File: src/rtl/irq_pkg.sv
package irq_pkg;
  parameter int STAT_W   = 8;
  parameter int BIT_LINK = 7;
  parameter int BIT_ROVF = 6;
  parameter int BIT_ALLS = 5;
  parameter int BIT_TUNR = 4;
  parameter int RSVD_TOP = 3;
endpackage

File: src/rtl/irq_event_qual.sv
module irq_event_qual
  import irq_pkg::*;
#(
  parameter int W = STAT_W
) (
  input  logic         ev_link_chg,
  input  logic         ev_rx_ovf,
  input  logic         last_bit_sent,
  input  logic         txf_empty,
  input  logic         hdlc_mode,
  input  logic         ev_tx_unr,
  input  logic         vis_all,
  input  logic [W-1:0] mask_q,
  output logic [W-1:0] set_vec
);
  logic [W-1:0] raw_vec;

  always_comb begin
    raw_vec = '0;
    raw_vec[BIT_LINK] = ev_link_chg;
    raw_vec[BIT_ROVF] = ev_rx_ovf;
    raw_vec[BIT_ALLS] = last_bit_sent & txf_empty & hdlc_mode;
    raw_vec[BIT_TUNR] = ev_tx_unr;
  end

  genvar i;
  generate
    for (i = 0; i < W; i++) begin : g_qual
      if (i <= RSVD_TOP) begin : g_rsvd
        assign set_vec[i] = 1'b0;
      end else begin : g_live
        assign set_vec[i] = raw_vec[i] & (vis_all | ~mask_q[i]);
      end
    end
  endgenerate
endmodule

File: src/rtl/irq_stat_reg.sv
module irq_stat_reg
  import irq_pkg::*;
#(
  parameter int W = STAT_W
) (
  input  logic         clk,
  input  logic         rst,
  input  logic [W-1:0] set_vec,
  input  logic         stat_rd,
  output logic [W-1:0] stat_q,
  output logic [W-1:0] stat_d,
  output logic [W-1:0] stat_rdata
);
  genvar i;
  generate
    for (i = 0; i < W; i++) begin : g_bit
      assign stat_d[i] = set_vec[i] | (stat_q[i] & ~stat_rd);
      always_ff @(posedge clk) begin
        if (rst) stat_q[i] <= 1'b0;
        else     stat_q[i] <= stat_d[i];
      end
    end
  endgenerate

  always_ff @(posedge clk) begin
    if (rst)          stat_rdata <= '0;
    else if (stat_rd) stat_rdata <= stat_q;
  end

  assert_read_clears_R2: assert property (@(posedge clk) disable iff (rst)
    (stat_rd && set_vec == '0) |=> (stat_q == '0));
  assert_read_data_R2: assert property (@(posedge clk) disable iff (rst)
    stat_rd |=> (stat_rdata == $past(stat_q)));
  assert_event_kept_R3: assert property (@(posedge clk) disable iff (rst)
    (set_vec != '0) |=> ((stat_q & $past(set_vec)) == $past(set_vec)));
endmodule

File: src/rtl/irq_mask_out.sv
module irq_mask_out
  import irq_pkg::*;
#(
  parameter int W = STAT_W
) (
  input  logic         clk,
  input  logic         rst,
  input  logic         mask_wr,
  input  logic [W-1:0] mask_wdata,
  input  logic [W-1:0] stat_d,
  output logic [W-1:0] mask_q,
  output logic         irq_n
);
  logic [W-1:0] mask_d;
  assign mask_d = mask_wr ? mask_wdata : mask_q;

  always_ff @(posedge clk) begin
    if (rst) begin
      mask_q <= '1;
      irq_n  <= 1'b1;
    end else begin
      mask_q <= mask_d;
      irq_n  <= ~|(stat_d & ~mask_d);
    end
  end
endmodule

File: src/rtl/irq_tx_lock.sv
module irq_tx_lock (
  input  logic clk,
  input  logic rst,
  input  logic ev_tx_unr,
  input  logic stat_rd,
  output logic tx_lock
);
  always_ff @(posedge clk) begin
    if (rst)            tx_lock <= 1'b0;
    else if (ev_tx_unr) tx_lock <= 1'b1;
    else if (stat_rd)   tx_lock <= 1'b0;
  end

  assert_lock_sets_R8: assert property (@(posedge clk) disable iff (rst)
    ev_tx_unr |=> tx_lock);
  assert_lock_release_R8: assert property (@(posedge clk) disable iff (rst)
    (stat_rd && !ev_tx_unr) |=> !tx_lock);
endmodule

File: src/rtl/irq_status_unit.sv
module irq_status_unit
  import irq_pkg::*;
#(
  parameter int W = STAT_W
) (
  input  logic         clk,
  input  logic         rst,
  input  logic         ev_link_chg,
  input  logic         ev_rx_ovf,
  input  logic         last_bit_sent,
  input  logic         txf_empty,
  input  logic         hdlc_mode,
  input  logic         ev_tx_unr,
  input  logic         vis_all,
  input  logic         mask_wr,
  input  logic [W-1:0] mask_wdata,
  input  logic         stat_rd,
  output logic [W-1:0] stat_rdata,
  output logic         irq_n,
  output logic         tx_lock
);
  logic [W-1:0] mask_q;
  logic [W-1:0] set_vec;
  logic [W-1:0] stat_q;
  logic [W-1:0] stat_d;

  irq_event_qual #(.W(W)) u_qual (
    .ev_link_chg  (ev_link_chg),
    .ev_rx_ovf    (ev_rx_ovf),
    .last_bit_sent(last_bit_sent),
    .txf_empty    (txf_empty),
    .hdlc_mode    (hdlc_mode),
    .ev_tx_unr    (ev_tx_unr),
    .vis_all      (vis_all),
    .mask_q       (mask_q),
    .set_vec      (set_vec)
  );

  irq_stat_reg #(.W(W)) u_stat (
    .clk       (clk),
    .rst       (rst),
    .set_vec   (set_vec),
    .stat_rd   (stat_rd),
    .stat_q    (stat_q),
    .stat_d    (stat_d),
    .stat_rdata(stat_rdata)
  );

  irq_mask_out #(.W(W)) u_mask (
    .clk       (clk),
    .rst       (rst),
    .mask_wr   (mask_wr),
    .mask_wdata(mask_wdata),
    .stat_d    (stat_d),
    .mask_q    (mask_q),
    .irq_n     (irq_n)
  );

  irq_tx_lock u_lock (
    .clk      (clk),
    .rst      (rst),
    .ev_tx_unr(ev_tx_unr),
    .stat_rd  (stat_rd),
    .tx_lock  (tx_lock)
  );

  assert_irq_matches_R6: assert property (@(posedge clk) disable iff (rst)
    1'b1 |=> (irq_n == ((stat_q & ~mask_q) == '0)));
  assert_vis_off_drop_R4: assert property (@(posedge clk) disable iff (rst)
    (!vis_all && !mask_wr && !stat_rd && ev_rx_ovf && mask_q[BIT_ROVF] && !stat_q[BIT_ROVF])
      |=> !stat_q[BIT_ROVF]);
  assert_rsvd_read_R9: assert property (@(posedge clk) disable iff (rst)
    $past(stat_rd) |-> (stat_rdata[RSVD_TOP:0] == '0));
endmodule

File: config.mk
export PLATFORM = sky130hd
export DESIGN_NAME = irq_status_unit
export DESIGN_NICKNAME = d
export VERILOG_FILES = /design/src/rtl/irq_pkg.sv /design/src/rtl/irq_event_qual.sv /design/src/rtl/irq_stat_reg.sv /design/src/rtl/irq_mask_out.sv /design/src/rtl/irq_tx_lock.sv /design/src/rtl/irq_status_unit.sv
export SDC_FILE = /design/constraint.sdc
export NUM_CORES = 1
export LEC_CHECK = 0
export ABC_CLOCK_PERIOD_IN_PS = 2600
export BUFFER_PORTS_ARGS = -buffer_cell sky130_fd_sc_hd__buf_2
export CAP_MARGIN = 0
export CORE_ASPECT_RATIO = 1.5
export CORE_MARGIN = 4
export CORE_UTILIZATION = 40
export DETAILED_ROUTE_END_ITERATION = 6
export PLACE_DENSITY = 0.75
export REMOVE_ABC_BUFFERS = 1
export SLEW_MARGIN = 20
export SYNTH_ARGS = -nofsm -noshare
export SYNTH_HDL_FRONTEND = slang
export SYNTH_SLANG_ARGS = --single-unit
export TNS_END_PERCENT = 1
File: constraint.sdc
create_clock -name clk -period 2.6 [get_ports clk]
set_input_delay 0.13 -clock clk [delete_from_list [all_inputs] [get_ports clk]]
set_output_delay 0.13 -clock clk [all_outputs]
set_load 0.005 [all_outputs]
==> flow_summary_export.csv <==
group,metric,value,unit
routing,dr.pass1.iters,4,
critical_path,worstSetupPathType,"reg2reg",
yosys,synth_top_cell_by_area,"dfxtp_1",
routing,wirelength,1.89,mm
grt,antenna_found_initial,0,
timing,finalHoldViolations,0,
critical_path,worst_ep_arrival_time,1.40,ns
grt,grt_pass1_vias,783,
timing,max_freq,838,MHz
timing,drv_slew,0,
critical_path,cp_max_fo,3,
timing,report.final.setup_viol,0,
yosys,synth_area_leaders,"dfxtp_1 (52%), mux2i_1 (12%), nor2_1 (5.6%), and2_1 (3.1%), nand2b_1 (2.5%)",
cts,cts.sinks,26,
cts,clk_latency,0.32,ns
critical_path,cp_slowest_cell,"dfxtp_1",
pwr,ir_drop,485,uV
routing,drt-wirelength-per-cell,12.5,um
cells_and_area,layout.area.seq,520,sq um
flow_run,max_cap_viol_count,0,
timing,rsz0062_at_grt,"no",
yosys,synth_area,1010,sq um
critical_path,worst-path-buf-inv,0,
cts,htreeDepth,1,
timing,clock_skew,0.00638,ns
pwr,pwr-share-comb,0.106,
placement,gp_congestion,0.741,
die,ioPinCount,29,
pwr,power.switching,0.161,mW
die,die_w,48.9,um
cts,clkTransAtPathRegs,0.14,ns
grt,grt_pass1_wl,3.26,mm
cts,cts_root_buf,"clkbuf_4",
timing,finalCritPeriodShare,0.459,
yosys,yosysSeqAreaShare,0.517,
pwr,swShare,0.231,
placement,port_buffers,28,
yosys,synth-seq-cells,26,
die,core_area,2420,sq um
yosys,synth_top_area_share,0.517,
yosys,ys_types,26,
timing,period_minus_slack,1.19,ns
pwr,internal-power,0.535,mW
cts,cts_inserted_buffers,3,
grt,grt_max_degree,18,
cts,cts.repair.resized,0,
critical_path,cp-end-kind,"flip-flop",
critical_path,crit_family,"compound AO/OA/AOI/OAI gates",
routing,ant_nets,0,
routing,vias,760,
cells_and_area,mostFrequentLayoutCells,"buf_2 (28), dfxtp_1 (26), nor2_1 (15)",
die,die_area,3400,sq um
timing,fin_tns_setup,0,ns
die,die-height,69.4,um
yosys,synthCells,100,
die,start_util,0.415,
yosys,synth_edf_count,0,
placement,post-dp-hpwl,1.48,mm
cts,cts_tree,"yes",
cells_and_area,syn_to_final_growth,15.5,%
yosys,async_reset_ff_frac,0,
placement,place_ws,1.28,ns
cells_and_area,final_common_cell,"buf_2",
critical_path,start_kind,"flip-flop",
cells_and_area,multi_input_area,422,sq um
cells_and_area,num_antenna_cells,0,
grt,globalRouteTotalUtil,0.117,
routing,drt-initial-drc-count,26,
grt,overflow,0,
pwr,power_frac_clock,0.289,
critical_path,max_stage_delay,0.35,ns
cells_and_area,nFillCells,250,
min_path,hp-class,"in2reg",
die,rows,22,
critical_path,worstPathCellList,"nor2b_1 > o21ai_0 > a221oi_1 > o41ai_2",
timing,worstMarginPinSlew,0.319,ns
yosys,ys.flop_type,"dfxtp_1",
cts,post_cts_buffers,0,
pwr,p_leak,0.555,nW
cells_and_area,drive_above_1_share,0.268,
outcome,status,"finished, final reports clean",
cells_and_area,final_nets,147,
pwr,powerDensity,599,nW/um^2
timing,worst_slack,1.41,ns
routing,routed_via_density,5.03,
yosys,syn_area_per_cell,10.1,sq um
timing,relSlewSlack,0.787,
critical_path,worstPathRequired,2.80,ns
routing,drc,0,
cts,ctsHoldBuffers,0,
pwr,seq_power_share,0.605,
yosys,ys_warn_count,0,
cts,cts.path.max_buffers,2,
sequential cells by signal, indices dropped and copies added, names as in the netlist:
register	flops
u_stat.stat_rdata	8
u_stat.stat_q	8
u_mask.mask_q	8
u_mask.irq_n	1
u_lock.tx_lock	1
cells in the mapped netlist (2+ instances only):
cell and n:
nand3_1 5, clkbuf_1 2, nor2_1 15, nor2b_1 3, inv_1 2, and2_1 5, buf_6 2, dfxtp_1 26
a22oi_1 2, mux2i_1 12, a21oi_1 4, nand2b_1 4, nand2_1 5
final cells by class:
cell class,count,share of cell area
clock buffer,4,0.0312
inverter,3,0.0118
multi-input combinational,66,0.363
sequential,26,0.448
tap,24,0.0258
timing repair buffer,28,0.121
stage by stage:
step / power [mW] / util / hold slack (ns) / cell area [sq um] / instances
6_report: 0.696 / 0.480 / 0.0356 / 1160 / 151
5_1_grt: 0.727 / 0.480 / 0.0513 / 1160 / 151
4_1_cts: 0.702 / 0.480 / 0.0308 / 1160 / 151
3_5_place_dp: 0.505 / 0.465 / 0.363 / 1130 / 147
3_3_place_gp: 0.502 / 0.465 / 0.356 / 1130 / 147
2_1_floorplan: 0.467 / - / 0.202 / 956 / 95
cell families (layout without fill, tap and decap cells):
group           count (synthesis)  after routing  share of synthesized area
flops                          26             26                      0.517
mux                            13             13                      0.131
buf+inv                         8             35                     0.0634
compound gates                 13             13                     0.0945
simple gates                   40             40                      0.194
metal layers:
metal / part of all wire / up-vias / wire, um / track usage
met5: 0 / - / 0 / 0
met4: 0.022 / 0 / 41 / 0.0539
met3: 0.050 / 4 / 95 / 0.0215
met2: 0.50 / 16 / 937 / 0.209
met1: 0.43 / 344 / 813 / 0.131
li1: - / 396 / - / -
worst register-to-register path, cell delays in order, from the launching register on:
cell      delay [ns]
dfxtp_1         0.35
nor2b_1         0.22
o21ai_0         0.11
a221oi_1        0.31
o41ai_2         0.10
power by group through the flow:
| stage | clock network, mW | logic [mW] | registers, mW |
|---|---|---|---|
| CTS | 0.206 | 0.0750 | 0.422 |
| floorplan | 0 | 0.0377 | 0.429 |
| global placement | 0 | 0.0721 | 0.430 |
| finish | 0.201 | 0.0738 | 0.421 |
| detailed placement | 0 | 0.0746 | 0.430 |
| global route | 0.220 | 0.0832 | 0.424 |
final timing paths:
check,slack [ns],depth (start not counted),startpoint,to
setup / recovery,1.41,4,u_stat.stat_q[4],u_mask.irq_n
hold / removal,0.04,3,mask_wdata[5],u_mask.mask_q[5]
setup reg to reg,1.41,4,u_stat.stat_q[4],u_mask.irq_n
hold reg to reg,0.48,2,u_mask.mask_q[4],u_mask.mask_q[4]
Power figures use the tool's default switching activity.
